`config.mk`:
```
export PLATFORM = sky130hd
export DESIGN_NAME = sc_t0_xcvr
export DESIGN_NICKNAME = d
export VERILOG_FILES = /design/src/rtl/sc_pkg.sv /design/src/rtl/sc_fifo2.sv /design/src/rtl/sc_tx.sv /design/src/rtl/sc_rx.sv /design/src/rtl/sc_t0_xcvr.sv
export SDC_FILE = /design/constraint.sdc
export NUM_CORES = 1
export LEC_CHECK = 0
export ABC_AREA = 1
export CAP_MARGIN = 0
export CELL_PAD_IN_SITES_DETAIL_PLACEMENT = 1
export CELL_PAD_IN_SITES_GLOBAL_PLACEMENT = 2
export CORE_UTILIZATION = 35
export DETAILED_ROUTE_END_ITERATION = 8
export PLACE_DENSITY_LB_ADDON = 0.1
export REMOVE_ABC_BUFFERS = 1
export SYNTH_ARGS = -nofsm -noshare
export SYNTH_HDL_FRONTEND = slang
export SYNTH_SLANG_ARGS = --single-unit
```
`constraint.sdc`:
```
create_clock -name clk -period 2.4 [get_ports clk]
set_input_delay 0.72 -clock clk [delete_from_list [all_inputs] [get_ports clk]]
set_output_delay 0.72 -clock clk [all_outputs]
set_load 0.02 [all_outputs]
```
`src/rtl/sc_pkg.sv`:
```
// Shared types and helpers for the T=0 character transceiver.
package sc_pkg;
    typedef enum logic {PH_IDLE = 1'b0, PH_RUN = 1'b1} phase_e;

    // Even parity bit for one data byte.
    function automatic logic even_par(input logic [7:0] d);
        return ^d;
    endfunction
endpackage

```
`src/rtl/sc_fifo2.sv`:
```
// Small first-in first-out buffer.
// Assumes: a push while full and a pop while empty are both ignored.
module sc_fifo2 #(
    parameter int W     = 8,
    parameter int DEPTH = 2
) (
    input  logic         clk,
    input  logic         rst_n,
    input  logic         push,
    input  logic [W-1:0] din,
    input  logic         pop,
    output logic [W-1:0] dout,
    output logic         full,
    output logic         empty
);
    localparam int AW = (DEPTH > 1) ? $clog2(DEPTH) : 1;

    logic [W-1:0] mem [DEPTH];
    logic [AW-1:0] wp, rp;
    logic [AW:0]   cnt;
    logic do_push, do_pop;

    assign full    = (cnt == (AW+1)'(DEPTH));
    assign empty   = (cnt == '0);
    assign do_push = push && !full;
    assign do_pop  = pop && !empty;
    assign dout    = mem[rp];

    // Storage write; no reset needed on data.
    always_ff @(posedge clk) begin
        if (do_push) mem[wp] <= din;
    end

    // Pointer and occupancy bookkeeping.
    always_ff @(posedge clk) begin
        if (!rst_n) begin
            wp  <= '0;
            rp  <= '0;
            cnt <= '0;
        end else begin
            if (do_push) wp <= (wp == AW'(DEPTH-1)) ? '0 : wp + 1'b1;
            if (do_pop)  rp <= (rp == AW'(DEPTH-1)) ? '0 : rp + 1'b1;
            if (do_push && !do_pop)      cnt <= cnt + 1'b1;
            else if (do_pop && !do_push) cnt <= cnt - 1'b1;
        end
    end

    p_full_hold_r5: assert property (@(posedge clk) disable iff (!rst_n)
        (full && push && !pop) |=> full);
    p_push_fills_r6: assert property (@(posedge clk) disable iff (!rst_n)
        push |=> !empty);
endmodule

```
`src/rtl/sc_tx.sv`:
```
// Character transmitter for the shared open-drain line.
// Sends start, 8 data bits LSB first and parity, then guard time. It samples
// the line 11 ETU after the start to catch a card error signal, and resends
// up to MAX_RETRY times when enabled.
// Assumes: the tick comes SUB pulses per ETU, and SUB is even and at least 2.
module sc_tx #(
    parameter int SUB       = 4,
    parameter int MAX_RETRY = 3
) (
    input  logic       clk,
    input  logic       rst_n,
    input  logic       tick,
    input  logic       line_in,
    input  logic       rx_busy,
    input  logic       have_data,
    input  logic [7:0] din,
    input  logic       retx_en,
    input  logic       par_inject,
    input  logic       status_clr,
    output logic       take,
    output logic       drive_low,
    output logic       busy,
    output logic       st_nack,
    output logic       st_retry_fail
);
    import sc_pkg::*;

    localparam int CW       = $clog2(13*SUB + 1);
    localparam int RW       = $clog2(MAX_RETRY + 1) + 1;
    localparam int END_OK   = 12*SUB - 1;
    localparam int END_ERR  = 13*SUB - 1;
    localparam int GUARD_SM = 11*SUB;

    phase_e         state;
    logic [CW-1:0]  tcnt, nxt, bidx;
    logic [7:0]     sh, shv;
    logic           par, nack, drv_nxt, frame_end;
    logic [RW-1:0]  rc;

    assign busy = (state == PH_RUN);
    assign take = tick && (state == PH_IDLE) && have_data && !rx_busy && line_in;

    // Line level for the next tick position inside the frame.
    always_comb begin
        nxt       = tcnt + 1'b1;
        bidx      = nxt / CW'(SUB);
        shv       = sh >> (bidx - CW'(1));
        frame_end = (tcnt == CW'(END_ERR)) || ((tcnt == CW'(END_OK)) && !nack);
        if (bidx == '0)            drv_nxt = 1'b1;
        else if (bidx <= CW'(8))   drv_nxt = !shv[0];
        else if (bidx == CW'(9))   drv_nxt = !par;
        else                       drv_nxt = 1'b0;
    end

    // Frame sequencing, refusal detection and retry control.
    always_ff @(posedge clk) begin
        if (!rst_n) begin
            state         <= PH_IDLE;
            tcnt          <= '0;
            sh            <= '0;
            par           <= 1'b0;
            nack          <= 1'b0;
            rc            <= '0;
            drive_low     <= 1'b0;
            st_nack       <= 1'b0;
            st_retry_fail <= 1'b0;
        end else begin
            if (status_clr) begin
                st_nack       <= 1'b0;
                st_retry_fail <= 1'b0;
            end
            if (tick) begin
                if (state == PH_IDLE) begin
                    if (take) begin
                        sh        <= din;
                        par       <= even_par(din) ^ par_inject;
                        tcnt      <= '0;
                        nack      <= 1'b0;
                        rc        <= '0;
                        drive_low <= 1'b1;
                        state     <= PH_RUN;
                    end
                end else if (frame_end) begin
                    if (nack && retx_en && (rc < RW'(MAX_RETRY))) begin
                        rc        <= rc + 1'b1;
                        tcnt      <= '0;
                        nack      <= 1'b0;
                        drive_low <= 1'b1;
                    end else begin
                        if (nack && retx_en) st_retry_fail <= 1'b1;
                        drive_low <= 1'b0;
                        state     <= PH_IDLE;
                    end
                end else begin
                    tcnt      <= nxt;
                    drive_low <= drv_nxt;
                    if (nxt == CW'(GUARD_SM) && !line_in) begin
                        nack    <= 1'b1;
                        st_nack <= 1'b1;
                    end
                end
            end
        end
    end

    p_retry_bound_r11: assert property (@(posedge clk) disable iff (!rst_n)
        rc <= RW'(MAX_RETRY));
    p_start_low_r2: assert property (@(posedge clk) disable iff (!rst_n)
        $rose(busy) |-> drive_low);
    p_idle_released_r2: assert property (@(posedge clk) disable iff (!rst_n)
        !busy |-> !drive_low);
endmodule

```
`src/rtl/sc_rx.sv`:
```
// Character receiver for the shared open-drain line.
// Samples each bit at mid-ETU, checks even parity, can send an error break
// from 10.5 to 11.5 ETU and can drop a character that has a parity error.
// Assumes: SUB ticks per ETU, SUB even; ignores the line while tx_busy is high.
module sc_rx #(
    parameter int SUB = 4
) (
    input  logic       clk,
    input  logic       rst_n,
    input  logic       tick,
    input  logic       line_in,
    input  logic       tx_busy,
    input  logic       par_chk_en,
    input  logic       err_report_en,
    input  logic       break_en,
    input  logic       del_en,
    input  logic       status_clr,
    input  logic       fifo_full,
    output logic       push,
    output logic [7:0] dout,
    output logic       drive_low,
    output logic       busy,
    output logic       st_parity,
    output logic       st_overrun
);
    import sc_pkg::*;

    localparam int CW      = $clog2(11*SUB + SUB/2 + 1);
    localparam int SMP_PAR = 9*SUB + SUB/2;
    localparam int BRK_ON  = 10*SUB + SUB/2;
    localparam int DONE    = 11*SUB + SUB/2;

    phase_e        state;
    logic [CW-1:0] rcnt, nxt, bidx;
    logic [7:0]    sh;
    logic          prev_hi, perr, at_smp, at_par, par_bad, store;

    assign busy = (state == PH_RUN);
    assign dout = sh;

    // Sample-point decode and parity decision.
    always_comb begin
        nxt     = rcnt + 1'b1;
        bidx    = nxt / CW'(SUB);
        at_smp  = ((nxt % CW'(SUB)) == CW'(SUB/2)) && (nxt <= CW'(SMP_PAR));
        at_par  = tick && busy && (nxt == CW'(SMP_PAR));
        par_bad = par_chk_en && (line_in != even_par(sh));
        store   = at_par && !(par_bad && del_en);
        push    = store && !fifo_full;
    end

    // Start detection, bit shifting, break generation and flags.
    always_ff @(posedge clk) begin
        if (!rst_n) begin
            state      <= PH_IDLE;
            rcnt       <= '0;
            sh         <= '0;
            prev_hi    <= 1'b0;
            perr       <= 1'b0;
            drive_low  <= 1'b0;
            st_parity  <= 1'b0;
            st_overrun <= 1'b0;
        end else begin
            if (status_clr) begin
                st_parity  <= 1'b0;
                st_overrun <= 1'b0;
            end
            if (tick) begin
                prev_hi <= line_in;
                if (state == PH_IDLE) begin
                    if (prev_hi && !line_in && !tx_busy) begin
                        rcnt  <= '0;
                        perr  <= 1'b0;
                        state <= PH_RUN;
                    end
                end else begin
                    rcnt <= nxt;
                    if (at_smp) begin
                        if (bidx == '0) begin
                            if (line_in) state <= PH_IDLE;
                        end else if (bidx <= CW'(8)) begin
                            sh <= {line_in, sh[7:1]};
                        end else begin
                            perr <= par_bad;
                            if (par_bad && err_report_en) st_parity <= 1'b1;
                            if (store && fifo_full) st_overrun <= 1'b1;
                        end
                    end
                    if (nxt == CW'(BRK_ON) && perr && break_en) drive_low <= 1'b1;
                    if (nxt == CW'(DONE)) begin
                        drive_low <= 1'b0;
                        state     <= PH_IDLE;
                    end
                end
            end
        end
    end

    p_break_needs_err_r8: assert property (@(posedge clk) disable iff (!rst_n)
        drive_low |-> (perr && break_en));
    p_break_idle_r8: assert property (@(posedge clk) disable iff (!rst_n)
        !busy |-> !drive_low);
endmodule

```
`src/rtl/sc_t0_xcvr.sv`:
```
// Top level of the T=0 character transceiver: two host buffers, transmitter
// and receiver sharing one open-drain line.
// Assumes: io_in is already synchronous to clk.
module sc_t0_xcvr #(
    parameter int SUB_TICKS = 4,
    parameter int MAX_RETRY = 3,
    parameter int BUF_DEPTH = 2
) (
    input  logic       clk,
    input  logic       rst_n,
    input  logic       etu_tick,
    input  logic       io_in,
    output logic       io_drive_low,
    input  logic [7:0] tx_wdata,
    input  logic       tx_push,
    output logic       tx_full,
    output logic [7:0] rx_rdata,
    input  logic       rx_pop,
    output logic       rx_valid,
    input  logic       par_chk_en,
    input  logic       err_report_en,
    input  logic       break_en,
    input  logic       retx_en,
    input  logic       del_en,
    input  logic       par_inject,
    input  logic       status_clr,
    output logic       tx_busy,
    output logic       st_rx_parity,
    output logic       st_rx_overrun,
    output logic       st_tx_nack,
    output logic       st_tx_retry_fail
);
    logic [7:0] txq_dout, rxq_din;
    logic       txq_empty, txq_take, rxq_full, rxq_empty, rxq_push;
    logic       tx_drv, rx_drv, rx_busy;

    assign io_drive_low = tx_drv | rx_drv;
    assign rx_valid     = !rxq_empty;

    sc_fifo2 #(.W(8), .DEPTH(BUF_DEPTH)) u_txq (
        .clk(clk), .rst_n(rst_n), .push(tx_push), .din(tx_wdata),
        .pop(txq_take), .dout(txq_dout), .full(tx_full), .empty(txq_empty)
    );

    sc_fifo2 #(.W(8), .DEPTH(BUF_DEPTH)) u_rxq (
        .clk(clk), .rst_n(rst_n), .push(rxq_push), .din(rxq_din),
        .pop(rx_pop), .dout(rx_rdata), .full(rxq_full), .empty(rxq_empty)
    );

    sc_tx #(.SUB(SUB_TICKS), .MAX_RETRY(MAX_RETRY)) u_tx (
        .clk(clk), .rst_n(rst_n), .tick(etu_tick), .line_in(io_in),
        .rx_busy(rx_busy), .have_data(!txq_empty), .din(txq_dout),
        .retx_en(retx_en), .par_inject(par_inject), .status_clr(status_clr),
        .take(txq_take), .drive_low(tx_drv), .busy(tx_busy),
        .st_nack(st_tx_nack), .st_retry_fail(st_tx_retry_fail)
    );

    sc_rx #(.SUB(SUB_TICKS)) u_rx (
        .clk(clk), .rst_n(rst_n), .tick(etu_tick), .line_in(io_in),
        .tx_busy(tx_busy), .par_chk_en(par_chk_en),
        .err_report_en(err_report_en), .break_en(break_en), .del_en(del_en),
        .status_clr(status_clr), .fifo_full(rxq_full), .push(rxq_push),
        .dout(rxq_din), .drive_low(rx_drv), .busy(rx_busy),
        .st_parity(st_rx_parity), .st_overrun(st_rx_overrun)
    );

    p_half_duplex_r13: assert property (@(posedge clk) disable iff (!rst_n)
        !(tx_busy && rx_busy));
endmodule

```
==> key figures <==
GRT
  – Gr usage total: 0.179
  – Number of antenna violations at the first check in global routing: 0
  – Residual overflow from global routing: 0
  – Pin count of the biggest net entering global routing: 26
  – Via count of the first global-routing pass: between 3000 and 4000
  – Global-route wire length before repair: 16.0 mm

Die
  – Total core area: 0.0110 sq mm
  – Die Span X: 109 um
  – Row cnt: 38
  – Height of the die: 109 um
  – Top-level I/O count: 37
  – Initial cell density of the core: 0.365
  – Total die area: between 0.01 and 0.015 sq mm

Placed design
  – Buffers added on ports: 36
  – Gp weighted congestion: 0.772
  – Post-detail-place hpwl: 7.20 mm
  – Area of placed instances: 0.00479 sq mm

Setup path
  – Worst R2R Start: u_rx.rcnt[0]
  – Critical Path Fanout Max: 2
  – Path type of the worst setup path: flip-flop to output port
  – Critical path data arrival time: 1540 ps
  – Origin of the worst setup path: u_rx.drive_low
  – Critical Path RT: between 1500 and 2000 ps
  – Slack of the worst reg-to-reg path: around 220 ps
  – Startpoint Class: flip-flop
  – Element type at the critical path end: output port

STA
  – Slew at the pin with the worst max-slew slack: about 460 ps
  – Final period demand of the worst path: 2260 ps
  – Setup repair after global routing missed its margin: no
  – Hold Worst Slack: between 400 and 500 ps
  – Final cycle utilization of the critical path: 0.940
  – Headroom to the max-slew limit: 0.693
  – Layout Skew: 10.1 ps
  – Setup-violating endpoint count in the final report: 0
  – Highest Clock Rate: roughly 0.44 GHz
  – Number of pins with negative max-slew slack in the final report: 0
  – Final hold violation count: 0

Layout
  – Fraction of final layout cells sized beyond drive strength 1: 0.135
  – Ant. Diodes: 0
  – Layout Cell Area excl Fill: 0.00518 sq mm
  – Final net count: roughly 580
  – Area delta synth->final: 28.6%
  – Final Util: 0.470

Clocking
  – Clock transition at the registers of the reported paths: 60 ps
  – Number of hold buffers added after cts: 0
  – Clock latency of the later-clocked register in the worst-skew pair: about 350 ps
  – Sinks on Clock Net: 85
  – Clock tree from TritonCTS: yes
  – Clock buffer count from CTS: 9
  – CTS Root Buffer Type: sky130_fd_sc_hd__clkbuf_16
  – Buffers from clock root to sink, at most: 2
  – Clock H-tree levels: 3

Drt
  – Pre-Repair DR Iteration Count: 4
  – Vias per cell: 4.80
  – DRT iter0 DRCs: 58
  – Count of nets left with antenna violations after detail routing: 0
  – Total wire length: 9.62 mm
  – Routed wire per std cell: 13.8 um
  – Via count: 3343
  – Number of DRC violations after detailed routing: 0

Synth
  – Post-synthesis register bit count: 85
  – Gate Count Post-Synth: roughly 480
  – Total standard cell area after synthesis: about 0.0040 sq mm
  – Netlist cell types: 30
  – Average footprint of a synthesized cell: 8.42 sq um
  – Post-synthesis sequential area ratio: 0.502
  – Synth Warn #: 0

Pwr
  – IR Drop Worst-Case VDD: 0.000581 V
  – Power per unit of standard cell area: around 730 mW/mm^2
  – Leakage Power: about 2.2 nW

Min path
  – HP Class: flip-flop to flip-flop
  – Launch point of the worst hold path: u_tx.rc[2]

Run status
  – Outcome: finished, final reports clean

Run
  – Reported max-cap violation count: 0
-- Yosys cell counts, drive strengths merged --
master	number	area share
or2	3	0.0047
dfxtp	53	0.26
nand4	10	0.016
nand2	96	0.089
buf	4	0.0081
clkbuf	5	0.0047
edfxtp	32	0.24
xnor2	6	0.013
o21ai	37	0.047
a211oi	9	0.017
nand3b	2	0.0037
inv	69	0.064
ha	10	0.031
o22ai	2	0.0031
nor3	2	0.0053
nand3	29	0.040
o211ai	3	0.0056
a21oi	46	0.057
clkinv	1	0.00093
and3	1	0.0016
xor2	11	0.026
nor2	40	0.039
mux2	8	0.022
-- report_power, final --
group | total [mW] | leakage [nW] | internal, mW | switching, mW
Sequential | 1.64 | 0.730 | 1.58 | 0.0575
Combinational | 0.627 | 1.30 | 0.265 | 0.361
Clock | 1.52 | 0.156 | 0.944 | 0.573
Total | 3.78 | 2.19 | 2.79 | 0.991
-- sequential cells by signal, indices dropped and copies added (netlist names), 3 cells and up, named ones only --
signal	cells
u_tx.sh	8
u_rx.dout	8
u_rx.rcnt	6
u_txq.mem	16
u_rxq.mem	16
u_tx.rc	3
u_tx.tcnt	6
-- critical path, cell delays in order, from the launching register on --
cell and delay (ps):
sky130_fd_sc_hd__dfxtp_1 340, sky130_fd_sc_hd__or2_2 320, sky130_fd_sc_hd__clkdlybuf4s50_1 540
-- metal layers --
layer  routed length [um]  part of all wire  vias up  global-route usage
met1                 4600              0.48     1556               0.231
met4                  133             0.014        0              0.0600
met2                 4480              0.47       43               0.288
met3                  405             0.042       12              0.0498
li1                     -                 -     1732                   -
met5                    0                 0        -                   0
-- metrics by stage --
stage                     setup WS, ps  setup TNS [ps]  std cells  power, mW
after floorplan                    254               0        470       2.04
after global placement            -371           -5080        677       2.28
after detailed placement          -381           -5320        677       2.31
after CTS                         11.0               0        693       3.85
after global routing              6.80               0        696       3.99
final                              145               0        696       3.78
-- cell families (layout without fill, tap and decap cells) --
logic type                 after synthesis  count (layout)  share of synthesized area
AOI/OAI and AO/OA                       97              97                      0.129
xor gates and xnor gates                17              17                     0.0388
adders and majority gates               10              10                     0.0310
buffers and inverters                   79             156                     0.0779
DFF                                     85              85                      0.502
muxes                                    8               8                     0.0223
and+or+nand+nor                        183             183                      0.199
-- layout by cell type (no fill, tap or decap), types with 2 or more instances in the layout --
cell type	instances
sky130_fd_sc_hd__nand3_2	4
sky130_fd_sc_hd__o211ai_1	3
sky130_fd_sc_hd__a211oi_1	9
sky130_fd_sc_hd__nand2_1	96
sky130_fd_sc_hd__edfxtp_1	32
sky130_fd_sc_hd__dfxtp_2	3
sky130_fd_sc_hd__clkdlybuf4s50_1	26
sky130_fd_sc_hd__inv_1	69
sky130_fd_sc_hd__dfxtp_1	49
sky130_fd_sc_hd__o21ai_1	7
sky130_fd_sc_hd__o22ai_1	2
sky130_fd_sc_hd__xnor2_1	6
sky130_fd_sc_hd__xor2_1	9
sky130_fd_sc_hd__nand3b_1	2
sky130_fd_sc_hd__buf_4	31
sky130_fd_sc_hd__xor2_2	2
sky130_fd_sc_hd__clkinv_4	2
sky130_fd_sc_hd__bufinv_16	2
sky130_fd_sc_hd__nand3_1	25
sky130_fd_sc_hd__buf_12	3
sky130_fd_sc_hd__dlymetal6s2s_1	9
sky130_fd_sc_hd__o21ai_0	29
sky130_fd_sc_hd__ha_1	9
sky130_fd_sc_hd__clkbuf_16	9
sky130_fd_sc_hd__nand4_1	10
sky130_fd_sc_hd__a21oi_1	46
sky130_fd_sc_hd__nor2_1	38
sky130_fd_sc_hd__or2_2	3
sky130_fd_sc_hd__mux2_2	8
-- final cells by class --
cell class	instances	area [sq um]
Fill cell	1312	5850
Clock inverter	5	85.1
Tap cell	140	175
Clock buffer	11	243
Multi-Input combinational cell	315	1710
Sequential cell	85	2030
Inverter	70	263
Timing Repair Buffer	70	674
-- worst paths after layout --
path / endpoint / cells after the start
worst max-delay path: io_drive_low / 2
worst min-delay path: u_tx.rc[2] / 2
worst max register to register: u_rxq.cnt[1] / 13
worst min register to register: u_tx.rc[2] / 2
-- timing repair --
action | 4_1_cts | 5_1_grt
gates cloned | 0 | 0
endpoints found under the setup margin | 9 | 11
resized for setup | 3 | 18
hold endpoints to repair | 0 | 0
pin swaps | 0 | 1
setup buffers | 0 | 3
Power figures use the tool's default switching activity.
